===== config.mk =====
export PLATFORM = sky130hd
export DESIGN_NAME = spi_buf_master
export DESIGN_NICKNAME = d
export VERILOG_FILES = /design/src/rtl/spi_buf_pkg.sv /design/src/rtl/spi_buf_regs.sv /design/src/rtl/spi_buf_engine.sv /design/src/rtl/spi_buf_csctl.sv /design/src/rtl/spi_buf_master.sv
export SDC_FILE = /design/constraint.sdc
export NUM_CORES = 1
export LEC_CHECK = 0
export ABC_CLOCK_PERIOD_IN_PS = 5100
export BUFFER_PORTS_ARGS = -buffer_cell sky130_fd_sc_hd__buf_4
export CAP_MARGIN = 40
export CORE_UTILIZATION = 30
export DETAILED_ROUTE_END_ITERATION = 10
export PLACE_DENSITY = 0.52
export SLEW_MARGIN = 20
export SYNTH_ARGS = -nofsm -noshare
export SYNTH_HDL_FRONTEND = slang
export SYNTH_SLANG_ARGS = --single-unit

===== constraint.sdc =====
create_clock -name clk -period 5.1 [get_ports clk]
set_input_delay 0.255 -clock clk [delete_from_list [all_inputs] [get_ports clk]]
set_output_delay 0.255 -clock clk [all_outputs]
set_load 0.005 [all_outputs]

===== src/rtl/spi_buf_pkg.sv =====
package spi_buf_pkg;

    localparam int NBYTES = 9;
    localparam int NCS    = 4;
    localparam int CS_W   = $clog2(NCS);
    localparam int DIV_W  = 13;
    localparam int CNT_W  = $clog2(NBYTES + 1);
    localparam int ADDR_W = 8;
    localparam int DATA_W = 32;

    localparam logic [ADDR_W-1:0] A_CFG  = 8'h00;
    localparam logic [ADDR_W-1:0] A_STAT = 8'h08;
    localparam logic [ADDR_W-1:0] A_CMD  = 8'h10;

    typedef struct packed {
        logic [DIV_W-1:0] div;
        logic [NCS-1:0]   cs_en;
        logic             cs_late;
        logic             idle_lo;
        logic             three_wire;
        logic             lsb_first;
        logic             cs_high;
    } cfg_t;

    typedef struct packed {
        logic [CS_W-1:0]  cs;
        logic             leave;
        logic [CNT_W-1:0] txn;
        logic [CNT_W-1:0] tot;
    } cmd_t;

    function automatic cfg_t cfg_unpack(logic [DATA_W-1:0] w);
        cfg_t c;
        c.cs_high    = w[0];
        c.lsb_first  = w[1];
        c.three_wire = w[2];
        c.idle_lo    = w[3];
        c.cs_late    = w[4];
        c.cs_en      = w[12 +: NCS];
        c.div        = w[16 +: DIV_W];
        return c;
    endfunction

    function automatic logic [DATA_W-1:0] cfg_pack(cfg_t c);
        logic [DATA_W-1:0] w;
        w = '0;
        w[0] = c.cs_high;
        w[1] = c.lsb_first;
        w[2] = c.three_wire;
        w[3] = c.idle_lo;
        w[4] = c.cs_late;
        w[12 +: NCS]   = c.cs_en;
        w[16 +: DIV_W] = c.div;
        return w;
    endfunction

    function automatic cmd_t cmd_decode(logic [DATA_W-1:0] w);
        cmd_t c;
        logic [CNT_W-1:0] t;
        logic [CNT_W-1:0] x;
        t = w[8 +: CNT_W];
        x = w[4 +: CNT_W];
        c.cs    = w[0 +: CS_W];
        c.leave = w[2];
        c.tot   = (t > CNT_W'(NBYTES)) ? CNT_W'(NBYTES) : t;
        c.txn   = (x > c.tot) ? c.tot : x;
        return c;
    endfunction

endpackage


===== src/rtl/spi_buf_regs.sv =====
module spi_buf_regs
    import spi_buf_pkg::*;
(
    input  logic                        clk,
    input  logic                        rst,
    input  logic                        bus_wen,
    input  logic [ADDR_W-1:0]           bus_addr,
    input  logic [DATA_W-1:0]           bus_wdata,
    output logic [DATA_W-1:0]           bus_rdata,
    input  logic                        busy,
    input  logic                        wb_en,
    input  logic [CNT_W-1:0]            wb_idx,
    input  logic [7:0]                  wb_data,
    output cfg_t                        cfg,
    output logic [NBYTES-1:0][7:0]      buf_q,
    output logic                        start,
    output cmd_t                        cmd,
    output logic                        cs_clear
);

    logic             slot_hit;
    logic [CNT_W-1:0] slot_idx;
    logic             wr_ok;

    assign slot_idx = bus_addr[3 +: CNT_W];
    assign slot_hit = bus_addr[7] && (bus_addr[2:0] == 3'b000) && (slot_idx < CNT_W'(NBYTES));
    assign wr_ok    = bus_wen && !busy;
    assign cmd      = cmd_decode(bus_wdata);
    assign start    = wr_ok && (bus_addr == A_CMD) && (cmd.tot != '0);
    assign cs_clear = wr_ok && (bus_addr == A_CFG) && (bus_wdata == '0);

    always_ff @(posedge clk) begin
        if (rst) begin
            cfg <= '0;
        end else if (wr_ok && bus_addr == A_CFG) begin
            cfg <= cfg_unpack(bus_wdata);
        end
    end

    for (genvar i = 0; i < NBYTES; i++) begin : g_slot
        always_ff @(posedge clk) begin
            if (rst) begin
                buf_q[i] <= '0;
            end else if (wb_en && wb_idx == CNT_W'(i)) begin
                buf_q[i] <= wb_data;
            end else if (wr_ok && slot_hit && slot_idx == CNT_W'(i)) begin
                buf_q[i] <= bus_wdata[7:0];
            end
        end
    end

    always_comb begin
        bus_rdata = '0;
        if (bus_addr == A_CFG) begin
            bus_rdata = cfg_pack(cfg);
        end else if (bus_addr == A_STAT) begin
            bus_rdata[0] = busy;
        end else if (slot_hit) begin
            for (int i = 0; i < NBYTES; i++) begin
                if (slot_idx == CNT_W'(i)) bus_rdata[7:0] = buf_q[i];
            end
        end
    end

endmodule


===== src/rtl/spi_buf_engine.sv =====
module spi_buf_engine
    import spi_buf_pkg::*;
(
    input  logic                   clk,
    input  logic                   rst,
    input  logic                   start,
    input  logic [CNT_W-1:0]       cmd_txn,
    input  logic [CNT_W-1:0]       cmd_tot,
    input  logic [DIV_W-1:0]       div,
    input  logic                   lsb_first,
    input  logic                   three_wire,
    input  logic                   idle_lo,
    input  logic                   cs_late,
    input  logic [NBYTES-1:0][7:0] buf_q,
    input  logic                   spi_din,
    input  logic                   spi_dio_in,
    output logic                   busy,
    output logic                   done,
    output logic                   wb_en,
    output logic [CNT_W-1:0]       wb_idx,
    output logic [7:0]             wb_data,
    output logic                   spi_sclk,
    output logic                   spi_dout,
    output logic                   spi_dout_en
);

    logic             busy_q, half_q;
    logic [DIV_W-1:0] cnt_q, div_eff;
    logic [2:0]       bit_q, bitpos;
    logic [CNT_W-1:0] byte_q, txn_q, tot_q;
    logic [7:0]       rx_q, cur_byte;
    logic             tick, byte_end, din, in_tx, lvl;

    assign div_eff  = (div == '0) ? DIV_W'(1) : div;
    assign tick     = busy_q && (cnt_q == div_eff - DIV_W'(1));
    assign bitpos   = lsb_first ? bit_q : 3'd7 - bit_q;
    assign din      = three_wire ? spi_dio_in : spi_din;
    assign byte_end = tick && half_q && (bit_q == 3'd7);
    assign done     = byte_end && (byte_q == tot_q - CNT_W'(1));
    assign in_tx    = byte_q < txn_q;

    always_comb begin
        cur_byte = '0;
        for (int i = 0; i < NBYTES; i++) begin
            if (byte_q == CNT_W'(i)) cur_byte = buf_q[i];
        end
    end

    always_ff @(posedge clk) begin
        if (rst) begin
            busy_q <= 1'b0;
            half_q <= 1'b0;
            cnt_q  <= '0;
            bit_q  <= '0;
            byte_q <= '0;
            rx_q   <= '0;
            txn_q  <= '0;
            tot_q  <= '0;
        end else if (start) begin
            busy_q <= 1'b1;
            half_q <= 1'b0;
            cnt_q  <= '0;
            bit_q  <= '0;
            byte_q <= '0;
            rx_q   <= '0;
            txn_q  <= cmd_txn;
            tot_q  <= cmd_tot;
        end else if (busy_q) begin
            if (tick) begin
                cnt_q  <= '0;
                half_q <= ~half_q;
                if (!half_q) begin
                    rx_q[bitpos] <= din;
                end else begin
                    bit_q <= bit_q + 3'd1;
                    if (bit_q == 3'd7) begin
                        byte_q <= byte_q + CNT_W'(1);
                        rx_q   <= '0;
                    end
                    if (done) busy_q <= 1'b0;
                end
            end else begin
                cnt_q <= cnt_q + DIV_W'(1);
            end
        end
    end

    assign busy        = busy_q;
    assign wb_en       = byte_end;
    assign wb_idx      = byte_q;
    assign wb_data     = rx_q;
    assign lvl         = ~idle_lo;
    assign spi_sclk    = !busy_q ? lvl : ((half_q ^ cs_late) ? ~lvl : lvl);
    assign spi_dout    = busy_q && in_tx && cur_byte[bitpos];
    assign spi_dout_en = !three_wire || (busy_q && in_tx);

endmodule


===== src/rtl/spi_buf_csctl.sv =====
module spi_buf_csctl
    import spi_buf_pkg::*;
(
    input  logic            clk,
    input  logic            rst,
    input  logic            start,
    input  logic [CS_W-1:0] cmd_cs,
    input  logic            cmd_leave,
    input  logic            done,
    input  logic            cs_clear,
    input  logic            cs_high,
    input  logic [NCS-1:0]  cs_en,
    output logic [NCS-1:0]  spi_cs_o,
    output logic [NCS-1:0]  spi_cs_oe
);

    logic            act_q, leave_q;
    logic [CS_W-1:0] sel_q;

    always_ff @(posedge clk) begin
        if (rst || cs_clear) begin
            act_q   <= 1'b0;
            leave_q <= 1'b0;
            sel_q   <= '0;
        end else if (start) begin
            act_q   <= 1'b1;
            leave_q <= cmd_leave;
            sel_q   <= cmd_cs;
        end else if (done) begin
            act_q   <= leave_q;
        end
    end

    for (genvar i = 0; i < NCS; i++) begin : g_cs
        assign spi_cs_o[i] = (act_q && sel_q == CS_W'(i)) ? cs_high : ~cs_high;
    end

    assign spi_cs_oe = cs_en;

endmodule


===== src/rtl/spi_buf_master.sv =====
module spi_buf_master
    import spi_buf_pkg::*;
(
    input  logic              clk,
    input  logic              rst,
    input  logic              bus_wen,
    input  logic [ADDR_W-1:0] bus_addr,
    input  logic [DATA_W-1:0] bus_wdata,
    output logic [DATA_W-1:0] bus_rdata,
    output logic              spi_sclk,
    output logic              spi_dout,
    output logic              spi_dout_en,
    input  logic              spi_din,
    input  logic              spi_dio_in,
    output logic [NCS-1:0]    spi_cs_o,
    output logic [NCS-1:0]    spi_cs_oe
);

    cfg_t                   cfg;
    cmd_t                   cmd;
    logic [NBYTES-1:0][7:0] buf_q;
    logic                   busy, done, start, cs_clear, wb_en;
    logic [CNT_W-1:0]       wb_idx;
    logic [7:0]             wb_data;

    spi_buf_regs u_regs (
        .clk       (clk),
        .rst       (rst),
        .bus_wen   (bus_wen),
        .bus_addr  (bus_addr),
        .bus_wdata (bus_wdata),
        .bus_rdata (bus_rdata),
        .busy      (busy),
        .wb_en     (wb_en),
        .wb_idx    (wb_idx),
        .wb_data   (wb_data),
        .cfg       (cfg),
        .buf_q     (buf_q),
        .start     (start),
        .cmd       (cmd),
        .cs_clear  (cs_clear)
    );

    spi_buf_engine u_engine (
        .clk         (clk),
        .rst         (rst),
        .start       (start),
        .cmd_txn     (cmd.txn),
        .cmd_tot     (cmd.tot),
        .div         (cfg.div),
        .lsb_first   (cfg.lsb_first),
        .three_wire  (cfg.three_wire),
        .idle_lo     (cfg.idle_lo),
        .cs_late     (cfg.cs_late),
        .buf_q       (buf_q),
        .spi_din     (spi_din),
        .spi_dio_in  (spi_dio_in),
        .busy        (busy),
        .done        (done),
        .wb_en       (wb_en),
        .wb_idx      (wb_idx),
        .wb_data     (wb_data),
        .spi_sclk    (spi_sclk),
        .spi_dout    (spi_dout),
        .spi_dout_en (spi_dout_en)
    );

    spi_buf_csctl u_csctl (
        .clk       (clk),
        .rst       (rst),
        .start     (start),
        .cmd_cs    (cmd.cs),
        .cmd_leave (cmd.leave),
        .done      (done),
        .cs_clear  (cs_clear),
        .cs_high   (cfg.cs_high),
        .cs_en     (cfg.cs_en),
        .spi_cs_o  (spi_cs_o),
        .spi_cs_oe (spi_cs_oe)
    );

endmodule


==> results.md, run 1 <==
- Fmax: approximately 220 MHz
- R2R setup slack: between 400 and 500 ps
- Minimum clock period: 4630 ps
- CP endpoint kind: register
- M1 GR Usage: a little under a third
- Data arrival, critical path: 4970 ps
- Post CTS Setup Buffer Count: 0
- Clk pin slew, worst setup/hold paths: roughly 60 ps
- Die Area: 31000 um^2
- Met2 usage: around 38%
- First-pass GRT wire length: 55100 um
- Post-DR wirelength/cell: roughly 23 um
- Grt met3 use: 4.57%
- Post-Syn Instances: ~1200
- CTS tree: built
- Vias post-DR: 9517
- Longest Clk Path Bufs: 2
- Avg Inst Size Synth: 7.67 um^2
- Largest net degree at the start of global routing: 64
- Post-Syn Area: 9090 um^2
- Reg-to-reg endpoint: u_regs.buf_q[40]$_SDFFE_PP0P_
- Vias in the first global route: 8721
- Clock group share of total power: a little over half
- Row cnt: 63
- Endpoints failing setup: 0
- Share of cells above drive strength 1: between 15 and 20%
- Clock skew: between 10 and 15 ps
- Area share of the largest cell type after synthesis: 29.9%
- Area of the multi-input gates: a little under 6000 um^2
- Vert. Die Dim: between 150 and 200 um
- Reg2reg path depth: 12
- Min-Delay Path Class: in -> reg
- Worst-path cell chain: or4_4, or4_1, nor2_1, nor2_1, ha_1, xor2_1, o21ai_0, a21oi_1, or4b_1, or4_4, or2_0, a211oi_1
- Worst setup SP type: register
- Sequential share of power: 40.3%
- Peak supply drop: 0.221 mV
- Inserted Diodes: 0
- Main synth FF type: dfxtp_1
- Post-synth top area cell: dfxtp_1
- CP max stage delay: around 850 ps
- Storage cell area: ~2700 um^2
- Total CTS buffers: 17
- Max Cap Viol: 0
- Crit-path max FO: between 60 and 70
- Top Ports: 88
- Post-synth cell types: slightly above 70
- Int Pwr: between 1.5 and 2 mW
- 1st-pass router iterations: 5
- Critical path class: reg -> reg
- Yosys Warn Count: 0
- Initial antenna violation count: 0
- Cts repair resizes: 0
- IO Port Bufs: 80
- Least-Margin Pin Slew: a little under 800 ps
- Gr usage total: around a quarter
- Final slew viol count: 0
- Leak pwr: ~3.6 nW
- DRT iter0 DRCs: ~1000
- Total grt overflow: 0
- PwrDens: 249 nW/um^2
- Total Power: around 2.6 mW
- Horiz. Die Dim: around 180 um
- Final wirelength: 37200 um
- Syn-to-layout area delta: 16.3%
- Final hold vios: 0
- Unrepaired setup endpoints after global routing: no
- Status: complete, no violations
- Clock Latency Late Sink: roughly 440 ps
- Critical-path top delay cell: or4_4
- Switch Pwr: approximately 650 uW
- Area of the core: about 30000 um^2
- Fill cells: 3129
- HPWL Detailed: between 20000 and 30000 um
- EDFF count, synth: 0
- GPL Wtd Cong: about 0.97
- Most common cell in the synthesized netlist: nand2_1
- Final TNS setup: 0 ps
- WP data required: 5440 ps
- Vias per std cell: around 6
- Critical path origin: u_regs.cfg[18]$_SDFFE_PP0P_
- Post-DRT Antenna Nets: 0
- Synth async-reset ratio: 0%
- H-tree levels: 4
- Clock Sinks: roughly 140
- Final period utilization: 90.8%
- Post-synth top cells: nand2_1 (143), dfxtp_1 (136), nor3_1 (101), a21oi_1 (92), clkbuf_1 (76)
- Post-layout nets: about 1300
- Most area-consuming cells after synthesis: dfxtp_1 (30%), nand2_1 (5.9%), nor3_1 (5.6%), a21oi_1 (5.1%), mux2i_1 (5.0%)
- #FFs+latches synth: 136
- CP Capture Point: u_regs.buf_q[40]$_SDFFE_PP0P_
- DRC viols: 0
- Starting Density: a little under a third
- Hold buffer count at CTS: 0
- Global routing's busiest layer: met2
- Rel. slew slack: between 40% and 50%
- Post-synthesis sequential area ratio: between 20% and 30%
- Sw frac: 24.7%
- Comb pwr share: a little under 6%
- R2R Path Start: u_regs.cfg[18]$_SDFFE_PP0P_
- Root buffer cell: clkbuf_16
metrics by stage:
step	cells	instance area (um^2)	worst slack, ps	util (%)	hold WS, ps
after floorplan	1192	9120	1100	-	381
after global placement	1569	9910	566	33.3	454
after detailed placement	1571	9930	479	33.4	465
after CTS	1603	10600	483	35.6	65.7
after global routing	1603	10600	186	35.6	85.1
final	1603	10600	469	35.6	73.9
sequential cells by signal, summed over array words and instances (netlist names), 2 cells and up:
signal / cells
u_csctl.sel_q: 2
u_engine.bit_q: 3
u_engine.cnt_q: 13
u_engine.tot_q: 4
u_engine.txn_q: 4
u_engine.wb_data: 8
u_engine.wb_idx: 4
u_regs.buf_q: 72
u_regs.cfg: 22
power by group through the flow:
stage | clock, mW | sequential [mW] | combinational, mW
5_1_grt | 1.48 | 1.06 | 0.164
3_5_place_dp | 0 | 1.09 | 0.152
4_1_cts | 1.43 | 1.06 | 0.153
3_3_place_gp | 0 | 1.09 | 0.151
6_report | 1.42 | 1.06 | 0.156
2_1_floorplan | 0 | 1.09 | 0.0820
layout by cell type (no fill, tap or decap), types with 7 or more instances in the layout:
cell,synthesis,routed
a211oi_1,27,27
a21oi_1,92,92
a221oi_1,9,9
a22oi_1,15,15
a31oi_1,11,11
and2_1,28,28
and3_1,7,7
buf_4,11,99
clkbuf_16,0,17
conb_1,1,7
dfxtp_1,136,136
ha_1,16,16
inv_1,21,21
mux2_2,34,34
mux2i_1,45,45
nand2_1,143,143
nand2b_1,14,14
nand3_1,33,33
nand3b_1,12,12
nand4_1,16,16
nor2_1,66,66
nor2b_1,18,18
nor3_1,101,100
nor4_1,20,17
o2111ai_1,15,15
o211ai_1,11,11
o21ai_0,45,45
o221ai_1,7,7
o22ai_1,7,7
xnor2_1,19,19
xor2_1,14,14
metal layers:
layer  vias to the layer above  share of wire [%]  wire, um
li1                       4371                  -         -
met1                      4561                 43     15800
met2                       510                 45     16900
met3                        75                8.2      3070
met4                         0                3.8      1410
met5                         -                  0         0
worst min path at each step:
stage	start	end	slack, ps	depth (start not counted)
after floorplan	bus_wdata[11]	u_engine.tot_q[3]$_SDFFE_PP0P_	380	1
after global placement	u_regs.cfg[7]$_SDFFE_PP0P_	u_regs.cfg[7]$_SDFFE_PP0P_	450	2
after detailed placement	u_regs.cfg[5]$_SDFFE_PP0P_	u_regs.cfg[5]$_SDFFE_PP0P_	460	2
after CTS	bus_wdata[13]	u_regs.cfg[6]$_SDFFE_PP0P_	70	3
after global routing	bus_wdata[17]	u_regs.cfg[10]$_SDFFE_PP0P_	90	3
final	bus_wdata[13]	u_regs.cfg[6]$_SDFFE_PP0P_	70	3
cell type report:
type                    instances  share of cell area (%)
repair buffers                102                    7.40
clock buffers                  19                    4.09
multi-input cells             921                    55.3
inverters                      22                   0.781
clock inverters                13                    2.07
flip-flops and latches        136                    25.7
well taps                     390                    4.61
cell families (layout without fill, tap and decap cells):
| group | count (synthesis) | after routing | synth area share, % |
|---|---|---|---|
| adder cells (fa/ha/maj) | 16 | 16 | 2.20 |
| multiplexers | 83 | 83 | 10.2 |
| flip-flops | 136 | 136 | 29.9 |
| XOR/XNOR | 33 | 33 | 3.18 |
| AO/OA/AOI/OAI | 287 | 287 | 20.6 |
| buffers and inverters | 135 | 156 | 6.34 |
| AND/OR/NAND/NOR | 495 | 495 | 27.5 |
| other | 1 | 7 | 0.0412 |
worst max-delay path, delay by kind of cell (launching register included):
family | cells | cell delay (ps)
XOR/XNOR | 1 | 170
flip-flops | 1 | 390
AND/OR/NAND/NOR | 7 | 3160
adder cells (fa/ha/maj) | 1 | 320
AO/OA/AOI/OAI | 3 | 480
Note: power is estimated with default switching activity, not from simulation.
==> inputs of run 2 (changes only) <==
--- a/config.mk
+++ b/config.mk
@@ -10,7 +10,7 @@
 export CAP_MARGIN = 40
 export CORE_UTILIZATION = 30
 export DETAILED_ROUTE_END_ITERATION = 10
-export PLACE_DENSITY = 0.52
+export PLACE_DENSITY = 0.5
 export SLEW_MARGIN = 20
 export SYNTH_ARGS = -nofsm -noshare
 export SYNTH_HDL_FRONTEND = slang
==> results.md, run 2 (synthesis results as in run 1) <==
- Status: complete, no violations (unchanged)
- Vias per std cell: 5.86 (was 5.94)
- Starting Density: 30.6% (unchanged)
- Core utilization of the finished layout: 35.3% (was 35.6%)
- CTS tree: built (unchanged)
- Clock Sinks: 136 (unchanged)
- Final period utilization: 89.5% (was 90.8%)
- Gr usage total: 23.5% (was 23.7%)
- Worst-path cell chain: or4_4, or4_1, nor2_1, nor2_1, ha_1, xor2_1, o21ai_0, a21oi_1, or4b_1, or4_4, or2_0, a211oi_1 (unchanged)
- First-pass GRT wire length: 54900 um (was 55100 um)
- HPWL Detailed: 25400 um (was 25800 um)
- Top Ports: 88 (unchanged)
- Clk pin slew, worst setup/hold paths: 70 ps (was 60 ps)
- Hold buffer count at CTS: 0 (unchanged)
- Peak supply drop: 0.225 mV (was 0.221 mV)
- Post-Place Worst Slack: 646 ps (was 479 ps)
- DRC viols: 0 (unchanged)
- Leak pwr: 3.57 nW (was 3.61 nW)
- Final wirelength: 36300 um (was 37200 um)
- GPL Wtd Cong: 0.922 (was 0.974)
- Post-DR wirelength/cell: 22.7 um (was 23.2 um)
- WP data required: 5430 ps (was 5440 ps)
- Rel. slew slack: 40.6% (was 47.6%)
- IO Port Bufs: 80 (unchanged)
- Max Cap Viol: 0 (unchanged)
- H-tree levels: 4 (unchanged)
- 1st-pass router iterations: 5 (unchanged)
- Die Area: 31000 um^2 (unchanged)
- Sw frac: 25.5% (was 24.7%)
- Worst path top cell family by delay: simple AND/OR/NAND/NOR gates (unchanged)
- Largest register FFs: 72 (unchanged)
- Biggest register: u_regs.buf_q (unchanged)
- Commonest cells after routing, fill and taps aside: nand2_1 (143), dfxtp_1 (136), nor3_1 (100) (unchanged)
- Data arrival, critical path: 4890 ps (was 4970 ps)
- Horiz. Die Dim: 176 um (unchanged)
- Worst setup SP type: register (unchanged)
- Critical-path top delay cell: or4_4 (unchanged)
- DRT iter0 DRCs: 788 (was 1001)
- Clock group share of total power: 51.9% (was 53.8%)
- Least-Margin Pin Slew: 891 ps (was 785 ps)
- Share of cells above drive strength 1: 15.2% (was 15.3%)
- Vert. Die Dim: 176 um (unchanged)
- Largest net degree at the start of global routing: 57 (was 64)
- Final TNS setup: 0 ps (unchanged)
- Min-Delay Path Class: in -> reg (unchanged)
- Fmax: 219 MHz (was 216 MHz)
- Area of the core: 29700 um^2 (unchanged)
- Initial antenna violation count: 0 (unchanged)
- Root buffer cell: clkbuf_16 (unchanged)
- Minimum clock period: 4560 ps (was 4630 ps)
- CP max stage delay: 750 ps (was 850 ps)
- Total grt overflow: 0 (unchanged)
- Comb pwr share: 6.0% (was 5.9%)
- Setup ws final: 536 ps (was 469 ps)
- Longest Clk Path Bufs: 2 (unchanged)
- Syn-to-layout area delta: 15.5% (was 16.3%)
- Crit-path max FO: 38 (was 63)
- Bufs and invs on worst path: 0 (unchanged)
- Switch Pwr: 647 uW (was 651 uW)
- Commonest non-fill, non-tap cell in the layout: nand2_1 (unchanged)
- Total CTS buffers: 17 (unchanged)
- Cts repair resizes: 0 (unchanged)
- CP endpoint kind: register (unchanged)
- Post-layout nets: 1258 (was 1261)
- Clock skew: 12.3 ps (was 11.7 ps)
- PwrDens: 241 nW/um^2 (was 249 nW/um^2)
- Row cnt: 63 (unchanged)
- Post CTS Setup Buffer Count: 0 (unchanged)
- Post-DRT Antenna Nets: 0 (unchanged)
- Clock Latency Late Sink: 430 ps (was 440 ps)
- Inserted Diodes: 0 (unchanged)
- Critical path class: reg -> reg (unchanged)
- Vias post-DR: 9382 (was 9517)
- Sequential share of power: 42.0% (was 40.3%)
- Vias in the first global route: 8807 (was 8721)
- Final slew viol count: 0 (unchanged)
- Top Registers: u_regs.buf_q x72, u_regs.cfg x22, u_engine.cnt_q x13 (unchanged)
- Int Pwr: 1.88 mW (was 1.99 mW)
- Unrepaired setup endpoints after global routing: no (unchanged)
- Endpoints failing setup: 0 (unchanged)
- Final hold vios: 0 (unchanged)
[run 2: changes by cell type in the layout (fill, tap and decap cells not counted), sizes merged]
cell      delta
clkinv       +1
buf          -4
clkinvlp     +1
inv          +1
bufinv       -2
[run 2: power groups by stage]
stage | Combinational (mW) | Sequential (mW) | Clock [mW]
3_3_place_gp | 0.150 | 1.09 | 0
5_1_grt | 0.163 | 1.06 | 1.37
6_report | 0.153 | 1.06 | 1.31
4_1_cts | 0.151 | 1.06 | 1.33
2_1_floorplan | 0.0820 | 1.09 | 0
3_5_place_dp | 0.151 | 1.09 | 0
[run 2: path summary, 6_finish.rpt]
kind	depth (start not counted)	startpoint	slack [ps]	to
setup / recovery	12	u_regs.cfg[18]$_SDFFE_PP0P_	540	u_regs.buf_q[40]$_SDFFE_PP0P_
hold reg to reg	2	u_regs.cfg[5]$_SDFFE_PP0P_	470	u_regs.cfg[5]$_SDFFE_PP0P_
hold / removal	3	bus_wdata[14]	80	u_regs.cfg[7]$_SDFFE_PP0P_
setup reg to reg	12	u_regs.cfg[18]$_SDFFE_PP0P_	540	u_regs.buf_q[40]$_SDFFE_PP0P_
[run 2: area by class of cell]
cell class	instances	area (um^2)
clock buffers	18	429
clock inverters	14	173
fillers	3121	19200
inverters	22	82.6
multi-input cells	921	5850
flip-flops and latches	136	2720
well taps	390	488
repair buffers	99	756
[run 2: tightest hold or removal path, cell delays in order]
cell and delay (ps):
buf_4 110, nand2_1 50, a21oi_1 50
[run 2: routing by layer]
layer	global-route usage, %	vias up	routed length, um
li1	-	4358	-
met1	31.9	4574	16400
met2	37.1	391	16200
met3	4.20	59	2630
met4	8.12	0	1040
met5	0	-	0
[run 2: through the flow]
step	cell area [um^2]	power, mW	hold slack (ps)	instances
3_3_place_gp	9890	1.24	458	1567
4_1_cts	10500	2.54	67.0	1599
2_1_floorplan	9120	1.17	381	1192
6_report	10500	2.53	78.3	1600
5_1_grt	10500	2.60	84.3	1600
3_5_place_dp	9890	1.24	465	1567
==> inputs of run 3 (changes only) <==
--- a/config.mk
+++ b/config.mk
@@ -7,10 +7,10 @@
 export LEC_CHECK = 0
 export ABC_CLOCK_PERIOD_IN_PS = 5100
 export BUFFER_PORTS_ARGS = -buffer_cell sky130_fd_sc_hd__buf_4
-export CAP_MARGIN = 40
-export CORE_UTILIZATION = 30
+export CAP_MARGIN = 15
+export CORE_UTILIZATION = 50
 export DETAILED_ROUTE_END_ITERATION = 10
-export PLACE_DENSITY = 0.5
+export PLACE_DENSITY = 0.73
 export SLEW_MARGIN = 20
 export SYNTH_ARGS = -nofsm -noshare
 export SYNTH_HDL_FRONTEND = slang
==> constraint.sdc (replaced) <==
create_clock -name clk -period 5.1 [get_ports clk]
set_input_delay 0.765 -clock clk [delete_from_list [all_inputs] [get_ports clk]]
set_output_delay 0.765 -clock clk [all_outputs]
set_load 0.005 [all_outputs]
==> results.md, run 3 (synthesis results as in run 1) <==
- Minimum clock period: 4590 ps (was 4560 ps)
- Placed cells: 1405 (was 1567)
- Top Registers: u_regs.buf_q x72, u_regs.cfg x22, u_engine.cnt_q x13 (unchanged)
- Crit-path max FO: 32 (was 38)
- Clock Sinks: 136 (unchanged)
- Placed cell area: 9690 um^2 (was 9890 um^2)
- Hold buffer count at CTS: 0 (unchanged)
- Peak supply drop: 0.240 mV (was 0.225 mV)
- CP endpoint kind: register (unchanged)
- Horiz. Die Dim: 137 um (was 176 um)
- Gr usage total: 36.2% (was 23.5%)
- Starting Density: 51.9% (was 30.6%)
- Post-Place Worst Slack: 612 ps (was 646 ps)
- CP max stage delay: 670 ps (was 750 ps)
- Bufs and invs on worst path: 2 (was 0)
- Root buffer cell: clkbuf_16 (unchanged)
- IO Port Bufs: 80 (unchanged)
- Clk pin slew, worst setup/hold paths: 60 ps (was 70 ps)
- Hold Path Origin: u_regs.cfg[7]$_SDFFE_PP0P_ (was bus_wdata[14])
- Endpoints failing setup: 0 (unchanged)
- Status: complete, no violations (unchanged)
- Total CTS buffers: 17 (unchanged)
- Setup ws final: 514 ps (was 536 ps)
- Worst hold slack: 464 ps (was 78.3 ps)
- Rel. slew slack: 27.8% (was 40.6%)
- Post-DRT Antenna Nets: 0 (unchanged)
- Share of cells above drive strength 1: 15.3% (was 15.2%)
- Cts repair resizes: 0 (unchanged)
- Die Area: 18700 um^2 (was 31000 um^2)
- 1st-pass router iterations: 7 (was 5)
- Max Cap Viol: 0 (unchanged)
- Post CTS Setup Buffer Count: 0 (unchanged)
- Final wirelength: 33200 um (was 36300 um)
- HPWL Detailed: 23200 um (was 25400 um)
- Unrepaired setup endpoints after global routing: no (unchanged)
- Longest Clk Path Bufs: 2 (unchanged)
- Row cnt: 48 (was 63)
- Vias per std cell: 6.69 (was 5.86)
- First-pass GRT wire length: 50400 um (was 54900 um)
- Vias in the first global route: 8709 (was 8807)
- DRT iter0 DRCs: 1245 (was 788)
- Commonest cells after routing, fill and taps aside: nand2_1 (143), dfxtp_1 (136), buf_4 (101) (was nand2_1 (143), dfxtp_1 (136), nor3_1 (100))
- Final TNS setup: 0 ps (unchanged)
- DRC viols: 0 (unchanged)
- Inserted Diodes: 0 (unchanged)
- Worst path top cell family by delay: simple AND/OR/NAND/NOR gates (unchanged)
- Clock Latency Late Sink: 440 ps (was 430 ps)
- Post-DR wirelength/cell: 23.1 um (was 22.7 um)
- Critical-path top delay cell: or4_4 (unchanged)
- Post-route cell area: 10300 um^2 (was 10500 um^2)
- Commonest non-fill, non-tap cell in the layout: nand2_1 (unchanged)
- Biggest register: u_regs.buf_q (unchanged)
- Area of the core: 17500 um^2 (was 29700 um^2)
- R2R Path Start: u_regs.cfg[18]$_SDFFE_PP0P_ (unchanged)
- Vert. Die Dim: 137 um (was 176 um)
- Data arrival, critical path: 4870 ps (was 4890 ps)
- Total grt overflow: 0 (unchanged)
- H-tree levels: 4 (unchanged)
- Final period utilization: 89.9% (was 89.5%)
- Final hold vios: 0 (unchanged)
- Top Ports: 88 (unchanged)
- Worst-path cell chain: or4_4, or4_1, nor2_1, nor2_1, ha_1, xor2_1, o21ai_0, a21oi_1, or4b_1, or4_4, buf_4, buf_4, nor3_1, nor3_1 (was or4_4, or4_1, nor2_1, nor2_1, ha_1, xor2_1, o21ai_0, a21oi_1, or4b_1, or4_4, or2_0, a211oi_1)
- Post-layout nets: 1260 (was 1258)
- Least-Margin Pin Slew: 1070 ps (was 891 ps)
- Syn-to-layout area delta: 13.1% (was 15.5%)
- Non-Filler Instances: 1437 (was 1600)
- Min-Delay Path Class: reg -> reg (was in -> reg)
- Core utilization of the finished layout: 58.6% (was 35.3%)
- Leak pwr: 3.56 nW (was 3.57 nW)
- Critical path origin: u_regs.cfg[18]$_SDFFE_PP0P_ (unchanged)
- CTS tree: built (unchanged)
- WP data required: 5390 ps (was 5430 ps)
- Largest net degree at the start of global routing: 61 (was 57)
- Critical path class: reg -> reg (unchanged)
- Final slew viol count: 0 (unchanged)
- Initial antenna violation count: 0 (unchanged)
- Largest register FFs: 72 (unchanged)
- Fmax: 218 MHz (was 219 MHz)
- PwrDens: 241 nW/um^2 (about the same)
- Worst setup SP type: register (unchanged)
- Vias post-DR: 9617 (was 9382)
- GPL Wtd Cong: 0.999 (was 0.922)
- Clock skew: 10.3 ps (was 12.3 ps)
- Total Power: 2.47 mW (was 2.53 mW)
==> run 3: cell count changes in the layout (fill, tap and decap cells not counted), sizes merged <==
| cell | change |
|---|---|
| buf | +3 |
| clkinvlp | +2 |
| inv | +2 |
| clkbuf | -2 |
| clkinv | -2 |
| bufinv | -1 |
==> run 3: worst paths after layout <==
path                            slack, ps                       endpoint  depth (start not counted)
worst max-delay path                  510  u_regs.buf_q[18]$_SDFFE_PP0P_                         14
worst min-delay path                  460     u_regs.cfg[7]$_SDFFE_PP0P_                          2
worst max register to register        510  u_regs.buf_q[18]$_SDFFE_PP0P_                         14
worst min register to register        460     u_regs.cfg[7]$_SDFFE_PP0P_                          2
==> run 3: worst reg2reg max path: stages (launching register included) <==
cell and delay (ps):
dfxtp_1 380, or4_4 580, or4_1 530, nor2_1 120
nor2_1 50, ha_1 310, xor2_1 170, o21ai_0 140
a21oi_1 60, or4b_1 550, or4_4 670, buf_4 310
buf_4 270, nor3_1 230, nor3_1 80
==> run 3: cell type report <==
| type | instances | area, um^2 |
|---|---|---|
| sequential | 136 | 2720 |
| timing repair buffer | 101 | 758 |
| fill | 1669 | 7250 |
| tap | 225 | 282 |
| clock inverter | 15 | 168 |
| inverter | 22 | 82.6 |
| clock buffer | 17 | 425 |
| multi-input combinational | 921 | 5840 |
==> run 3: per-layer routing <==
layer / vias up / track usage, % / routed length [um]
met2: 611 / 54.1 / 14400
met3: 105 / 9.26 / 4080
met4: 0 / 18.1 / 1620
met5: - / 0 / 0
met1: 4521 / 48.0 / 13200
li1: 4380 / - / -
==> run 3: where the power goes <==
part,total (mW),leakage [nW],internal (mW),switching (mW)
registers,1.06,1.09,1.06,0.00124
logic,0.147,2.19,0.0481,0.0992
clock network,1.26,0.279,0.729,0.533
total,2.47,3.56,1.84,0.634
